File: src/rtl/pnp_card_pkg.sv
package pnp_card_pkg;
  typedef enum logic [1:0] {
    ST_WAIT_KEY = 2'd0,
    ST_SLEEP    = 2'd1,
    ST_ISOLATE  = 2'd2,
    ST_CONFIG   = 2'd3
  } card_state_e;

  localparam logic [7:0] IDX_RDPORT = 8'h00;
  localparam logic [7:0] IDX_CTRL   = 8'h02;
  localparam logic [7:0] IDX_WAKE   = 8'h03;
  localparam logic [7:0] IDX_CSN    = 8'h06;
  localparam logic [7:0] IDX_LDN    = 8'h07;

  localparam int CMD_DEFAULTS = 0;
  localparam int CMD_TO_WAIT  = 1;
  localparam int CMD_CLR_CSN  = 2;
endpackage

File: src/rtl/pnp_port_dec.sv
module pnp_port_dec #(
  parameter int          ADDR_W     = 16,
  parameter logic [15:0] ADDR_PORT  = 16'h0279,
  parameter logic [15:0] WDATA_PORT = 16'h0A79
) (
  input  logic              wr_i,
  input  logic [ADDR_W-1:0] addr_i,
  output logic              idx_wr_o,
  output logic              dat_wr_o
);
  localparam logic [ADDR_W-1:0] IDX_A = ADDR_W'(ADDR_PORT);
  localparam logic [ADDR_W-1:0] DAT_A = ADDR_W'(WDATA_PORT);

  assign idx_wr_o = wr_i && (addr_i == IDX_A);
  assign dat_wr_o = wr_i && (addr_i == DAT_A);

  always_comb begin
    assert (!(idx_wr_o && dat_wr_o));
  end
endmodule

File: src/rtl/pnp_card_fsm.sv
module pnp_card_fsm
  import pnp_card_pkg::*;
(
  input  logic        clk_i,
  input  logic        rst_ni,
  input  logic        key_hit_i,
  input  logic        wake_hit_i,
  input  logic        wake_zero_i,
  input  logic        cmd_wait_i,
  output card_state_e state_o,
  output logic        sid_rst_o
);
  card_state_e state_q;

  always_ff @(posedge clk_i or negedge rst_ni) begin
    if (!rst_ni) begin
      state_q   <= ST_WAIT_KEY;
      sid_rst_o <= 1'b0;
    end else begin
      sid_rst_o <= wake_hit_i;
      if (cmd_wait_i) begin
        state_q <= ST_WAIT_KEY;
      end else begin
        unique case (state_q)
          ST_WAIT_KEY: if (key_hit_i) state_q <= ST_SLEEP;
          ST_SLEEP:    if (wake_hit_i) state_q <= wake_zero_i ? ST_ISOLATE : ST_CONFIG;
          default:     ;
        endcase
      end
    end
  end

  assign state_o = state_q;

  AST_KEY_TO_SLEEP: assert property (@(posedge clk_i) disable iff (!rst_ni)
    (state_q == ST_WAIT_KEY && key_hit_i) |=> state_q == ST_SLEEP);
  AST_WAIT_EXIT: assert property (@(posedge clk_i) disable iff (!rst_ni)
    (state_q == ST_WAIT_KEY) |=> (state_q == ST_WAIT_KEY || state_q == ST_SLEEP));
  AST_WAKE_TARGET: assert property (@(posedge clk_i) disable iff (!rst_ni)
    sid_rst_o |-> (state_q == ST_ISOLATE || state_q == ST_CONFIG));
endmodule

File: src/rtl/pnp_card_regs.sv
module pnp_card_regs
  import pnp_card_pkg::*;
#(
  parameter int DATA_W = 8,
  localparam int RDP_W = DATA_W + 2
) (
  input  logic              clk_i,
  input  logic              rst_ni,
  input  logic              idx_wr_i,
  input  logic              dat_wr_i,
  input  logic [DATA_W-1:0] data_i,
  input  card_state_e       state_i,
  output logic [DATA_W-1:0] sel_o,
  output logic [DATA_W-1:0] csn_o,
  output logic [DATA_W-1:0] ldn_o,
  output logic [RDP_W-1:0]  rd_port_o,
  output logic [DATA_W-1:0] rdata_o,
  output logic              cfg_rst_o,
  output logic              wake_hit_o,
  output logic              wake_zero_o,
  output logic              cmd_wait_o
);
  logic [DATA_W-1:0] sel_q, csn_q, ldn_q;
  logic [RDP_W-1:0]  rdp_q;
  logic wr_ok, hit_ctrl, hit_rdp, hit_csn, hit_ldn, hit_wake;

  assign wr_ok    = dat_wr_i && (state_i != ST_WAIT_KEY);
  assign hit_ctrl = wr_ok && (sel_q == DATA_W'(IDX_CTRL));
  assign hit_rdp  = wr_ok && (sel_q == DATA_W'(IDX_RDPORT));
  assign hit_csn  = wr_ok && (sel_q == DATA_W'(IDX_CSN));
  assign hit_ldn  = wr_ok && (sel_q == DATA_W'(IDX_LDN));
  assign hit_wake = wr_ok && (sel_q == DATA_W'(IDX_WAKE));

  assign wake_hit_o  = hit_wake && (state_i == ST_SLEEP) && (data_i == csn_q);
  assign wake_zero_o = (data_i == '0);
  assign cmd_wait_o  = hit_ctrl && data_i[CMD_TO_WAIT];

  always_ff @(posedge clk_i or negedge rst_ni) begin
    if (!rst_ni) begin
      sel_q     <= '0;
      csn_q     <= '0;
      ldn_q     <= '0;
      rdp_q     <= '0;
      cfg_rst_o <= 1'b0;
    end else begin
      cfg_rst_o <= hit_ctrl && data_i[CMD_DEFAULTS];
      if (idx_wr_i) sel_q <= data_i;
      if (hit_ctrl && data_i[CMD_CLR_CSN]) begin
        csn_q <= '0;
        rdp_q <= '0;
      end else begin
        if (hit_csn) csn_q <= data_i;
        if (hit_rdp && state_i == ST_ISOLATE) rdp_q <= {data_i, 2'b11};
      end
      if (hit_ldn) ldn_q <= data_i;
    end
  end

  // only two indices are readable; the rest read as zero
  always_comb begin
    if (sel_q == DATA_W'(IDX_CSN))      rdata_o = csn_q;
    else if (sel_q == DATA_W'(IDX_LDN)) rdata_o = ldn_q;
    else                                rdata_o = '0;
  end

  assign sel_o     = sel_q;
  assign csn_o     = csn_q;
  assign ldn_o     = ldn_q;
  assign rd_port_o = rdp_q;

  AST_WAIT_IGNORES_DATA: assert property (@(posedge clk_i) disable iff (!rst_ni)
    (state_i == ST_WAIT_KEY && dat_wr_i) |=> ($stable(csn_q) && $stable(ldn_q) && $stable(rdp_q)));
  AST_RDP_ONLY_ISOLATE: assert property (@(posedge clk_i) disable iff (!rst_ni)
    (!$stable(rdp_q) && rdp_q != '0) |-> $past(state_i) == ST_ISOLATE);
  AST_SEL_HOLDS: assert property (@(posedge clk_i) disable iff (!rst_ni)
    !idx_wr_i |=> $stable(sel_q));
  AST_CFG_FROM_CMD: assert property (@(posedge clk_i) disable iff (!rst_ni)
    cfg_rst_o |-> $past(dat_wr_i));
endmodule

File: src/rtl/pnp_card_ctrl.sv
module pnp_card_ctrl
  import pnp_card_pkg::*;
#(
  parameter int          ADDR_W     = 16,
  parameter int          DATA_W     = 8,
  parameter logic [15:0] ADDR_PORT  = 16'h0279,
  parameter logic [15:0] WDATA_PORT = 16'h0A79,
  localparam int         RDP_W      = DATA_W + 2
) (
  input  logic              clk_i,
  input  logic              rst_ni,
  input  logic              bus_wr_i,
  input  logic [ADDR_W-1:0] bus_addr_i,
  input  logic [DATA_W-1:0] bus_data_i,
  input  logic              key_hit_i,
  output logic [1:0]        state_o,
  output logic [DATA_W-1:0] csn_o,
  output logic [DATA_W-1:0] ldn_o,
  output logic [RDP_W-1:0]  rd_port_o,
  output logic [DATA_W-1:0] reg_sel_o,
  output logic [DATA_W-1:0] reg_rdata_o,
  output logic              cfg_rst_o,
  output logic              sid_rst_o
);
  logic        idx_wr, dat_wr, wake_hit, wake_zero, cmd_wait;
  card_state_e state;

  pnp_port_dec #(
    .ADDR_W(ADDR_W), .ADDR_PORT(ADDR_PORT), .WDATA_PORT(WDATA_PORT)
  ) u_dec (
    .wr_i(bus_wr_i), .addr_i(bus_addr_i), .idx_wr_o(idx_wr), .dat_wr_o(dat_wr)
  );

  pnp_card_regs #(.DATA_W(DATA_W)) u_regs (
    .clk_i(clk_i), .rst_ni(rst_ni), .idx_wr_i(idx_wr), .dat_wr_i(dat_wr),
    .data_i(bus_data_i), .state_i(state), .sel_o(reg_sel_o), .csn_o(csn_o),
    .ldn_o(ldn_o), .rd_port_o(rd_port_o), .rdata_o(reg_rdata_o),
    .cfg_rst_o(cfg_rst_o), .wake_hit_o(wake_hit), .wake_zero_o(wake_zero),
    .cmd_wait_o(cmd_wait)
  );

  pnp_card_fsm u_fsm (
    .clk_i(clk_i), .rst_ni(rst_ni), .key_hit_i(key_hit_i), .wake_hit_i(wake_hit),
    .wake_zero_i(wake_zero), .cmd_wait_i(cmd_wait), .state_o(state),
    .sid_rst_o(sid_rst_o)
  );

  assign state_o = state;

  AST_CFG_PULSE_KEEPS_STATE: assert property (@(posedge clk_i) disable iff (!rst_ni)
    cfg_rst_o |-> (state_o != 2'd0 || $past(state_o) == 2'd0 || $past(cmd_wait)));
endmodule

File: config.mk
export PLATFORM = sky130hd
export DESIGN_NAME = pnp_card_ctrl
export DESIGN_NICKNAME = d
export VERILOG_FILES = /design/src/rtl/pnp_card_pkg.sv /design/src/rtl/pnp_port_dec.sv /design/src/rtl/pnp_card_fsm.sv /design/src/rtl/pnp_card_regs.sv /design/src/rtl/pnp_card_ctrl.sv
export SDC_FILE = /design/constraint.sdc
export NUM_CORES = 1
export LEC_CHECK = 0
export BUFFER_PORTS_ARGS = -buffer_cell sky130_fd_sc_hd__buf_2
export CAP_MARGIN = 15
export CELL_PAD_IN_SITES_DETAIL_PLACEMENT = 0
export CELL_PAD_IN_SITES_GLOBAL_PLACEMENT = 2
export CORE_MARGIN = 1.5
export CORE_UTILIZATION = 32
export CTS_CLUSTER_SIZE = 40
export DETAILED_ROUTE_END_ITERATION = 12
export GPL_TIMING_DRIVEN = 0
export PLACE_DENSITY_LB_ADDON = 0.12
export SYNTH_ARGS = -nofsm -noshare
export SYNTH_HDL_FRONTEND = slang
export SYNTH_SLANG_ARGS = --single-unit
File: constraint.sdc
create_clock -name clk_i -period 3.1 [get_ports clk_i]
set_clock_uncertainty 0.2 [all_clocks]
set_input_delay 0.31 -clock clk_i [delete_from_list [all_inputs] [get_ports clk_i]]
set_output_delay 0.31 -clock clk_i [all_outputs]
set_load 0.01 [all_outputs]
# Yosys cells after proc, flatten, opt, wreduce, memory -nomap -nowiden

Index checks and enable logic that the tools add are counted.

Output and inout port bits: 46
Register bits: 38
Input port bits: 28
Logic and storage cells: 51

Multiplexer cells: 11
Reductions and logical operators: 22
Equality and inequality tests: 11

Operator list:

| cell                                                                     | count |
|---|---|
| 8-bit 2-to-1 mux                                                         | 4 |
| 10-bit 2-to-1 mux                                                        | 2 |
| 16-bit by 10-bit == test with 1-bit output (second input constant)       | 1 |
| 16-bit by 12-bit == test with 1-bit output (second input constant)       | 1 |
| 8-bit by 2-bit == test with 1-bit output (second input constant)         | 2 |
| 8-bit by 3-bit == test with 1-bit output (second input constant)         | 2 |
| 8-bit logical NOT                                                        | 2 |
| 1-bit logical AND                                                        | 14 |
| 8-bit == test                                                            | 1 |
| 2-bit 2-to-1 mux                                                         | 3 |
| 2-bit nonzero test                                                       | 3 |
| 2-bit one-hot mux with 2 select lines                                    | 1 |
| 3-bit by 2-bit inequality test with 1-bit output (second input constant) | 1 |
| 3-bit inequality test (second input constant)                            | 1 |
| 3-bit AND reduction                                                      | 1 |
| 3-bit nonzero test                                                       | 1 |
| 2-bit by 1-bit == test with 1-bit output (second input constant)         | 1 |
| 2-bit == test (second input constant)                                    | 1 |
| 2-bit logical NOT                                                        | 1 |
| 1-bit 2-to-1 mux                                                         | 1 |

# Logic depth before layout (Yosys ltp)

Gate-level depths: netlist of the first run.

Word-level depth: 9
Mapped depth: 5
Mapped depth without buffers: 4

# Hierarchy

A second synthesis of the first run with hierarchy kept.

Cell total of the unflattened synthesis: 140
Area, all modules: 1,767.9 sq um

Modules (own cells, without submodules):

| module        | sequential area each (sq um) | cells an instance | instances | area each (sq um) |
|---|---|---|---|---|
| pnp_card_regs | 850.8                        | 123               | 1         | 1,584.0 |
| pnp_card_fsm  | 75.1                         | 9                 | 1         | 116.4 |
| pnp_port_dec  | 0.0                          | 8                 | 1         | 67.6 |

# Worst setup path after synthesis of the first run

Ideal clock, no wire load.

Path type: register -> register
From: reg u_regs.sel_q[6], in the netlist u_regs.sel_o[6]
To: reg u_regs.ldn_q[0], in the netlist u_regs.ldn_o[0]
Buffers on the path: 0
Required time: 2.775 ns
Data arrival time: 1.797 ns
Stages on the path, launching flop included: 5
Slack: 0.978 ns
Period minus slack after synthesis: 2.122 ns
Library setup time: 0.125 ns
Cells stage by stage: dfrtp_1 -> nor4_4 -> nand3b_2 -> nor4_4 -> mux2_2

Longest elaborated chain between the ends: 2

RTL lines:

| what                                     | line                | source |
|---|---|---|
| start, declared                          | pnp_card_regs.sv:23 | `logic [DATA_W-1:0] sel_q, csn_q, ldn_q;` |
| start signal, assigned                   | pnp_card_regs.sv:47 | `if (idx_wr_i) sel_q <= data_i;` |
| 8-bit by 3-bit == test with 1-bit output | pnp_card_regs.sv:31 | `assign hit_ldn = wr_ok && (sel_q == DATA_W'(IDX_LDN));` |
| 1-bit logical AND                        | pnp_card_regs.sv:31 |  |
| end signal, assigned                     | pnp_card_regs.sv:55 | `if (hit_ldn) ldn_q <= data_i;` |
| end, declared                            | pnp_card_regs.sv:23 |  |

Every way passes these cells.
A chain may end at the register's enable or synchronous reset.

# Worst setup path in the final report of the first run

From: reg u_regs.sel_q[6], in the netlist u_regs.sel_o[6]
To: out reg_rdata_o[0]

Longest elaborated chain between the ends: 3
Elaborated cells on any way between the ends: 4
Those cells by class: eq/ne: 2; mux: 2

RTL lines:

| what                                     | line                | source |
|---|---|---|
| 8-bit by 3-bit == test with 1-bit output | pnp_card_regs.sv:62 | `else if (sel_q == DATA_W'(IDX_LDN)) rdata_o = ldn_q;` |
| 8-bit 2-to-1 mux                         | pnp_card_regs.sv:62 |  |
| 8-bit 2-to-1 mux *                       | pnp_card_regs.sv:61 | `if (sel_q == DATA_W'(IDX_CSN)) rdata_o = csn_q;` |
| end, declared                            | pnp_card_ctrl.sv:21 | `output logic [DATA_W-1:0] reg_rdata_o,` |

Mark *: on every way between the ends. The rest lies on a longest branch, timed or not.

==> metrics.txt, run 1 <==
Clock Tree Buf Depth 2; Num CTS Buffers 5; First-pass DRT Iterations 4; Static Leak 1.26 nW; Placed Cells incl. Taps 292; clock root buffer clkbuf_8; fin crit period 2.82 ns; number of global-route vias before repair 1607; element type at the critical path end output port; Starting Density 33.4%; GRT Util Overall 18.1%; Seq cells post-synth 37; worst endpoint required time 2.59 ns; Post-synth EDFFs 0; Hold Vio Cnt, Final 0; CP Launch Type flop; cell count after synthesis 148; routed wire length 5.25 mm; initial antenna violation count 0; overflow left after global routing 0; first-pass GRT wire length 8.44 mm; H-tree depth 2; post-route insts no fill 301; hold_ws 0.131 ns; FF-to-FF End u_regs.ldn_o[3]; HP Class input pin to flop; # nets final 256; Syn Std Cell Area 1850 sq um; WHS Path Cells 3; worst-path maximum fanout 8; Slew headroom 43.7%; post-synth cell types 37; largest net degree at the start of global routing 38; FMAX 355 MHz; crit path max-delay cell type nor2_1; setup TNS 0 ns; core box area 5540 sq um; top-count cell post-synth dfrtp_1; max-slew violations 0; Fill cells 560; Reg clk slew, reported paths 0.08 ns; Buf/Inv on CP 1; stages on the worst setup path 5; Max-Cap Viols 0; Antenna Nets Post-Route 0; Placement Cell Area 2300 sq um; CP top delay family simple AND/OR/NAND/NOR gates; via count 1606; I/O pin count 74; asr flop ratio synth 100%; RSZ-0062 raised after global routing false; Place WS 0.578 ns; CTS tree yes; Clock Sinks 37; CP Cell Sequence nor4_4 > nand2_1 > nor2_1 > a22o_1 > buf_2; status finished clean; period utilisation layout 90.8%; Power Density 402 nW/um^2; top_reg_cell synth dfrtp_1; Worst Hold End u_regs.cfg_rst_o; Die ar. 6240 sq um; site row count 27; worst setup margin 0.284 ns; WL/cell 17.4 microns; syn_nets 176; Worst Reg2Reg Path Length in Cells 4; Worst-Margin Slew 0.845 ns; area leader, netlist dfrtp_1; critical path start-end classification flop to output port; worst r2r src u_regs.sel_o[6]; Synth warnings 0; top cell type's share of synthesized area 50.1%; Final Setup Violations 0; CP arrival 2.31 ns; PortBufs 72; Die H 79.0 microns; clk_lat worst skew 0.29 ns; hold buffers post-CTS 1; post-route cell area 2430 sq um; RePlAce Congestion 0.782; share of post-route cells with drive strength above 1 47.2%; synthesis-to-finish area growth 31.4%; Post-route DRC 0; most instantiated cells after synthesis dfrtp_1, a22o_1, mux2_2, nand2_1, nor2_1; Critical Path Max Stage Delay 0.59 ns; antenna cell count 0; via/cell ratio 5.34; register area share after synthesis 50.1%; 1st-iter DRT viols 79; worst reg2reg setup slack 0.72 ns; Worst VDD drop 0.182 mV; post-CTS sizing 0; Avg Inst Size Synth 12.5 sq um; hold_sp bus_data_i[0]; hpwl dp 3.88 mm; Die X 79.0 microns; Post-CTS Setup Bufs 0; synth top area cells dfrtp_1, a22o_1, mux2_2, nor4_4, nor4bb_1
-- state kept, by name, indices dropped and copies added, names as in the netlist --
name,flops
u_regs.cfg_rst_o,1
u_fsm.sid_rst_o,1
u_regs.csn_o,8
u_regs.ldn_o,8
u_regs.rd_port_o,9
u_fsm.state_o,2
u_regs.sel_o,8
-- placed cells by master, fill, tap and decap left out, types with 2 or more instances in the layout --
master / Yosys / routed
and3b_1: 2 / 2
a22o_1: 23 / 23
nor4bb_1: 4 / 4
nor4_2: 2 / 2
mux2_2: 16 / 16
nand2_1: 7 / 7
dfrtp_1: 37 / 37
nand3_1: 4 / 4
nor4_1: 5 / 5
inv_1: 2 / 2
buf_2: 1 / 73
xnor2_1: 4 / 4
o21ai_0: 3 / 3
nor2_1: 6 / 6
and4b_1: 2 / 2
nor4_4: 3 / 3
a2bb2oi_1: 2 / 2
nor3_1: 3 / 3
clkbuf_8: 0 / 6
xor2_1: 4 / 4
-- worst min-delay path, cell delays in order --
cell    delay [ns]
buf_2         0.16
inv_1         0.07
nor3_1        0.05
-- through the flow --
step	total power, mW	util [%]
floorplan	0.508	-
global placement	0.549	41.5
detailed placement	0.551	41.5
CTS	0.991	43.8
global route	1.02	43.8
finish	0.977	43.8
-- how the worst max path moves through the flow --
stage,from,end,slack (ns)
floorplan,u_regs.sel_o[6],u_regs.ldn_o[0],0.98
global placement,u_regs.sel_o[6],reg_rdata_o[0],0.62
detailed placement,u_regs.sel_o[6],reg_rdata_o[1],0.58
CTS,u_regs.sel_o[6],reg_rdata_o[0],0.26
global route,u_regs.sel_o[6],reg_rdata_o[5],0.09
finish,u_regs.sel_o[6],reg_rdata_o[0],0.28
-- area by class of cell --
type	instances	area (sq um)	share of cell area, %
Inverter	2	7.51	0.309
Buffer	3	16.3	0.670
Tap cell	72	90.1	3.71
Timing Repair Buffer	73	370	15.2
Clock buffer	6	82.6	3.40
Multi-Input combinational cell	106	898	37.0
Sequential cell	37	926	38.1
Clock inverter	2	37.5	1.55
-- per-layer routing --
layer,share of wire [%],GRT usage [%]
met5,0,0
met4,1.7,6.49
met3,4.9,2.99
met2,48,30.8
met1,45,23.0
-- kinds of logic after synthesis --
family	Yosys count	share of synthesized area (%)
muxes	16	9.75
AOI/OAI and AO/OA	34	15.3
DFF	37	50.1
xor gates and xnor gates	8	3.79
buffers and inverters	5	1.29
and+or+nand+nor	48	19.8
-- power by group --
part	total, mW	switching (mW)	leakage (nW)	internal [mW]
Combinational	0.0582	0.0369	0.694	0.0213
Sequential	0.482	0.0000555	0.512	0.482
Clock	0.437	0.175	0.0574	0.261
Total	0.977	0.212	1.26	0.765
No activity file was read; power rests on OpenSTA's default activity.
==> run 2, diff against run 1 <==
--- a/config.mk
+++ b/config.mk
@@ -5,12 +5,13 @@
 export SDC_FILE = /design/constraint.sdc
 export NUM_CORES = 1
 export LEC_CHECK = 0
+export ABC_AREA = 1
 export BUFFER_PORTS_ARGS = -buffer_cell sky130_fd_sc_hd__buf_2
 export CAP_MARGIN = 15
 export CELL_PAD_IN_SITES_DETAIL_PLACEMENT = 0
 export CELL_PAD_IN_SITES_GLOBAL_PLACEMENT = 2
 export CORE_MARGIN = 1.5
-export CORE_UTILIZATION = 32
+export CORE_UTILIZATION = 28
 export CTS_CLUSTER_SIZE = 40
 export DETAILED_ROUTE_END_ITERATION = 12
 export GPL_TIMING_DRIVEN = 0
==> metrics.txt, run 2 <==
number of global-route vias before repair 1780; setup TNS 0 ns; Static Leak 1.44 nW; RSZ-0062 raised after global routing false; element type at the critical path end output port; clk_lat worst skew 0.29 ns; top cell type's share of synthesized area 46.7%; Worst-Margin Slew 0.873 ns; Slew headroom 41.8%; fin crit period 2.30 ns; Place WS 0.937 ns; total power draw 878 uW; Die X 87.1 microns; register area share after synthesis 46.7%; # nets final 367; hpwl dp 4.56 mm; Antenna Nets Post-Route 0; fin util 37.5%; post-CTS sizing 0; most frequent cells in the layout buf_2, nand2_1, nand3_1; routed wire length 5.92 mm; post-route cell area 2560 sq um; period utilisation layout 74.1%; Clock Tree Buf Depth 2; GRT Util Overall 16.2%; RePlAce Congestion 0.750; Post-route DRC 0; PortBufs 73; Synth warnings 0; most instantiated cells after synthesis nand2_1, nand3_1, inv_1, dfrtp_1, nor2_1; Final Setup Violations 0; worst reg2reg setup slack 0.97 ns; Num CTS Buffers 5; Seq cells post-synth 37; Worst VDD drop 0.130 mV; top-count cell post-synth nand2_1; via/cell ratio 4.45; max-slew violations 0; Worst Reg2Reg Path Length in Cells 8; Power Density 342 nW/um^2; worst endpoint required time 2.59 ns; Max-Cap Viols 0; CP Cell Sequence nor2_1 > nand2_1 > nor3_2 > nand3_2 > o22ai_1 > buf_2; WHS Path Cells 3; WL/cell 13.6 microns; Fill cells 753; via count 1940; Die H 87.1 microns; status finished clean; syn_nets 286; asr flop ratio synth 100%; Die ar. 7590 sq um; H-tree depth 2; 1st-iter DRT viols 49; CP arrival 1.79 ns; antenna cell count 0; Avg Inst Size Synth 7.68 sq um; Starting Density 29.0%; first-pass GRT wire length 9.29 mm; initial antenna violation count 0; site row count 30; crit path max-delay cell type dfrtp_1; most common cell after layout, fill and taps aside buf_2; largest net degree at the start of global routing 38; worst setup margin 0.803 ns; I/O pin count 74; cell count after synthesis 258; CTS tree yes; post-synth cell types 27; synth top area cells dfrtp_1, nand2_1, nand3_1, inv_1, nor2_1; synthesis-to-finish area growth 29.4%; Syn Std Cell Area 1980 sq um; Critical Path Max Stage Delay 0.39 ns; FF-to-FF End u_regs.csn_o[5]; Placement Cell Area 2470 sq um; Post-synth EDFFs 0; worst r2r src u_regs.sel_o[6]; Reg clk slew, reported paths 0.08 ns; HP Class input pin to flop; area leader, netlist dfrtp_1; Worst Hold End u_regs.rd_port_o[2]; core box area 6830 sq um; worst-path maximum fanout 9; critical path start-end classification flop to output port; Hold Vio Cnt, Final 0; Clock Sinks 37; First-pass DRT Iterations 4; max reg flops 9; top_reg_cell synth dfrtp_1; clock root buffer clkbuf_8; FMAX 435 MHz; CP Launch Type flop; share of post-route cells with drive strength above 1 29.7%; hold_sp bus_data_i[0]; overflow left after global routing 0
==> run 2: cell count changes after synthesis, moves of 8 or more <==
cell,previous run,this run
inv_1,2,38
mux2_2,16,0
o21ai_2,0,8
nor2_1,6,27
a22o_1,23,0
nand3_1,4,39
nand2_1,7,59
==> run 2: worst max-delay path by stage <==
stage | start | endpoint | cells past startpoint
floorplan | u_regs.sel_o[4] | u_regs.ldn_o[5] | 9
CTS | u_regs.sel_o[6] | reg_rdata_o[4] | 6
finish | u_regs.sel_o[6] | reg_rdata_o[4] | 6
detailed placement | u_regs.sel_o[6] | u_regs.csn_o[5] | 8
global placement | bus_addr_i[7] | u_regs.csn_o[0] | 8
global route | u_regs.sel_o[4] | reg_rdata_o[1] | 6
==> run 2: power by group <==
| group | switching (mW) | internal (mW) |
|---|---|---|
| Combinational | 0.0378 | 0.0191 |
| Sequential | 0.0000604 | 0.482 |
| Clock | 0.183 | 0.155 |
| Total | 0.221 | 0.657 |
==> run 2: cells by family (layout without fill, tap and decap cells) <==
| family | after synthesis | after routing | share of synthesized area, % |
|---|---|---|---|
| buf+inv | 47 | 129 | 9.85 |
| compound gates | 29 | 29 | 9.34 |
| flops | 37 | 37 | 46.7 |
| xor+xnor | 3 | 3 | 1.33 |
| simple gates | 142 | 142 | 32.8 |
==> run 2: per-layer routing <==
metal / routed length (microns) / up-vias / part of all wire [%] / global-route usage, %
met3: 276 / 8 / 4.7 / 3.13
met2: 2630 / 51 / 44 / 24.5
met4: 95 / 0 / 1.6 / 5.05
met1: 2910 / 887 / 49 / 23.4
li1: - / 994 / - / -
met5: 0 / - / 0 / 0
==> run 2: timing repair <==
action,CTS,global route
hold buffers,1,0
setup endpoints to repair,0,0
buffers inserted,0,0
endpoints found under the hold margin,37,0
==> run 2: cell type report <==
type / instances / area [sq um] / area share, %
Multi-Input combinational cell: 174 / 861 / 33.6
Clock inverter: 3 / 17.5 / 0.683
Inverter: 39 / 146 / 5.71
Clock buffer: 5 / 68.8 / 2.68
Timing Repair Buffer: 74 / 375 / 14.6
Sequential cell: 37 / 926 / 36.1
Tap cell: 96 / 120 / 4.69
Buffer: 8 / 48.8 / 1.90
==> run 2: stage by stage <==
stage | hold slack (ns) | instances
CTS | 0.0975 | 436
finish | 0.107 | 436
floorplan | -0.186 | 258
detailed placement | 0.286 | 427
global route | 0.0992 | 436
global placement | 0.277 | 427
==> run 2: worst max-delay path, delay by kind of cell (launching register included) <==
kind,cells,cell delay (ns)
simple gates,4,0.72
flops,1,0.39
compound gates,1,0.22
buf+inv,1,0.17
==> run 3, diff against run 2 <==
--- a/config.mk
+++ b/config.mk
@@ -5,13 +5,13 @@
 export SDC_FILE = /design/constraint.sdc
 export NUM_CORES = 1
 export LEC_CHECK = 0
-export ABC_AREA = 1
+export ABC_AREA = 0
 export BUFFER_PORTS_ARGS = -buffer_cell sky130_fd_sc_hd__buf_2
 export CAP_MARGIN = 15
 export CELL_PAD_IN_SITES_DETAIL_PLACEMENT = 0
 export CELL_PAD_IN_SITES_GLOBAL_PLACEMENT = 2
 export CORE_MARGIN = 1.5
-export CORE_UTILIZATION = 28
+export CORE_UTILIZATION = 27
 export CTS_CLUSTER_SIZE = 40
 export DETAILED_ROUTE_END_ITERATION = 12
 export GPL_TIMING_DRIVEN = 0
==> constraint.sdc (replaced) <==
create_clock -name clk_i -period 2.1 [get_ports clk_i]
set_clock_uncertainty 0.2 [all_clocks]
set_input_delay 0.21 -clock clk_i [delete_from_list [all_inputs] [get_ports clk_i]]
set_output_delay 0.21 -clock clk_i [all_outputs]
set_load 0.01 [all_outputs]
==> metrics.txt, run 3 (same netlist as run 1, synthesis figures left out) <==
status finished with violations; failing checks setup timing; site row count 29; worst r2r src u_regs.sel_o[6]; max reg flops 9; Post-route DRC 0; Power Density 514 nW/um^2; met1 Use GR 20.4%; core box area 6490 sq um; Worst-Margin Slew 0.858 ns; Reg clk slew, reported paths 0.07 ns; RSZ-0062 raised after global routing true; Antenna Nets Post-Route 0; 1st-iter DRT viols 77; Worst Hold End u_regs.cfg_rst_o; Clock Tree Buf Depth 2; post-route insts no fill 317; overflow left after global routing 0; # nets final 267; critical path start-end classification flop to flop; worst setup margin -0.138 ns; WL/cell 17.7 microns; worst-path maximum fanout 4; WHS Path Cells 3; FMAX 447 MHz; Top Usage Layer GRT met2; Slew headroom 42.8%; Hold Vio Cnt, Final 0; Clock Sinks 37; hold_sp bus_data_i[0]; Num CTS Buffers 5; CP arrival 2.21 ns; most frequent cells in the layout buf_2, dfrtp_1, a22o_1; Worst VDD drop 0.218 mV; RePlAce Congestion 0.760; synthesis-to-finish area growth 41.9%; PortBufs 72; antenna cell count 0; initial antenna violation count 0; Starting Density 28.5%; Place WS -0.407 ns; routed wire length 5.62 mm; worst reg2reg setup slack -0.14 ns; HP Class input pin to flop; Die ar. 7350 sq um; hpwl dp 4.05 mm; Placed Cells incl. Taps 297; Critical Path Max Stage Delay 0.41 ns; share of post-route cells with drive strength above 1 52.9%; element type at the critical path end flop; Max-Cap Viols 0; clock root buffer clkbuf_8; via/cell ratio 5.09; Die X 85.7 microns; crit path max-delay cell type dfrtp_1; clk_lat worst skew 0.28 ns; total power draw 1.35 mW; max-slew violations 0; GRT Util Overall 15.7%; number of global-route vias before repair 1672; met2 Usage GRT 26.6%; Static Leak 1.36 nW; I/O pin count 74; FF-to-FF End u_regs.ldn_o[1]; first-pass GRT wire length 8.87 mm; via count 1614; met3 layer usage reported by global route 3.37%; worst endpoint required time 2.07 ns; period utilisation layout 107%; CTS tree yes; fin crit period 2.24 ns; CP Launch Type flop; Die H 85.7 microns; Worst Reg2Reg Path Length in Cells 8; Final Setup Violations 24; most common cell after layout, fill and taps aside buf_2; First-pass DRT Iterations 5; CP Cell Sequence nor4_4 > buf_6 > nand3b_4 > buf_4 > buf_6 > nor4_4 > buf_6 > mux2_2; Top cell by count, worst path buf_6; Fill cells 648; H-tree depth 2; largest net degree at the start of global routing 38
[run 3: power by group]
group	switching, mW	internal (mW)	leakage, nW
Sequential	0.0000857	0.712	0.512
Combinational	0.0553	0.0320	0.799
Clock	0.252	0.297	0.0542
Total	0.307	1.04	1.36
[run 3: layout make-up]
cell class / instances / area [sq um] / share of cell area, %
timing repair buffer: 85 / 479 / 18.3
multi-input combinational: 106 / 1000 / 38.1
sequential: 37 / 927 / 35.4
buffer: 2 / 11.3 / 0.429
inverter: 2 / 7.51 / 0.286
clock buffer: 7 / 96.3 / 3.67
clock inverter: 1 / 5.00 / 0.191
tap: 77 / 96.3 / 3.67
[run 3: worst max path at each step]
stage / from / endpoint / slack [ns] / cells past startpoint
final: u_regs.sel_o[6] / u_regs.ldn_o[1] / -0.14 / 8
after global routing: u_regs.sel_o[5] / reg_rdata_o[6] / -0.20 / 6
after CTS: u_regs.sel_o[7] / reg_rdata_o[2] / -0.16 / 6
after detailed placement: u_regs.sel_o[6] / u_regs.ldn_o[0] / -0.41 / 4
after global placement: u_regs.sel_o[6] / reg_rdata_o[6] / -0.38 / 5
after floorplan: u_regs.sel_o[6] / u_regs.ldn_o[0] / -0.02 / 4
[run 3: stage by stage]
step / TNS (ns) / util (%) / hold slack (ns) / instance area (sq um)
2_1_floorplan: -0.177 / - / -0.286 / 1850
3_3_place_gp: -8.58 / 35.6 / 0.154 / 2310
3_5_place_dp: -9.10 / 35.6 / 0.173 / 2310
4_1_cts: -2.11 / 38.8 / 0.0338 / 2520
5_1_grt: -3.86 / 40.4 / 0.0579 / 2620
6_report: -2.02 / 40.4 / 0.0466 / 2620
[run 3: metal layers]
metal,vias to the layer above,share of wire (%)
li1,764,-
met1,800,45
met2,45,49
met3,5,5.4
met4,0,0.73
met5,-,0
[run 3: critical path: cells and delay by family (launching register included)]
family / cells / cell delay [ns]
buffers and inverters: 4 / 0.60
flip-flops: 1 / 0.41
multiplexers: 1 / 0.33
AND/OR/NAND/NOR: 3 / 0.57
[run 3: timing repair]
action,4_1_cts,5_1_grt
resized for setup,12,15
hold buffers,1,0
endpoints found under the hold margin,37,0
setup endpoints to repair,33,35
pin swaps,10,16
buffers inserted,7,5
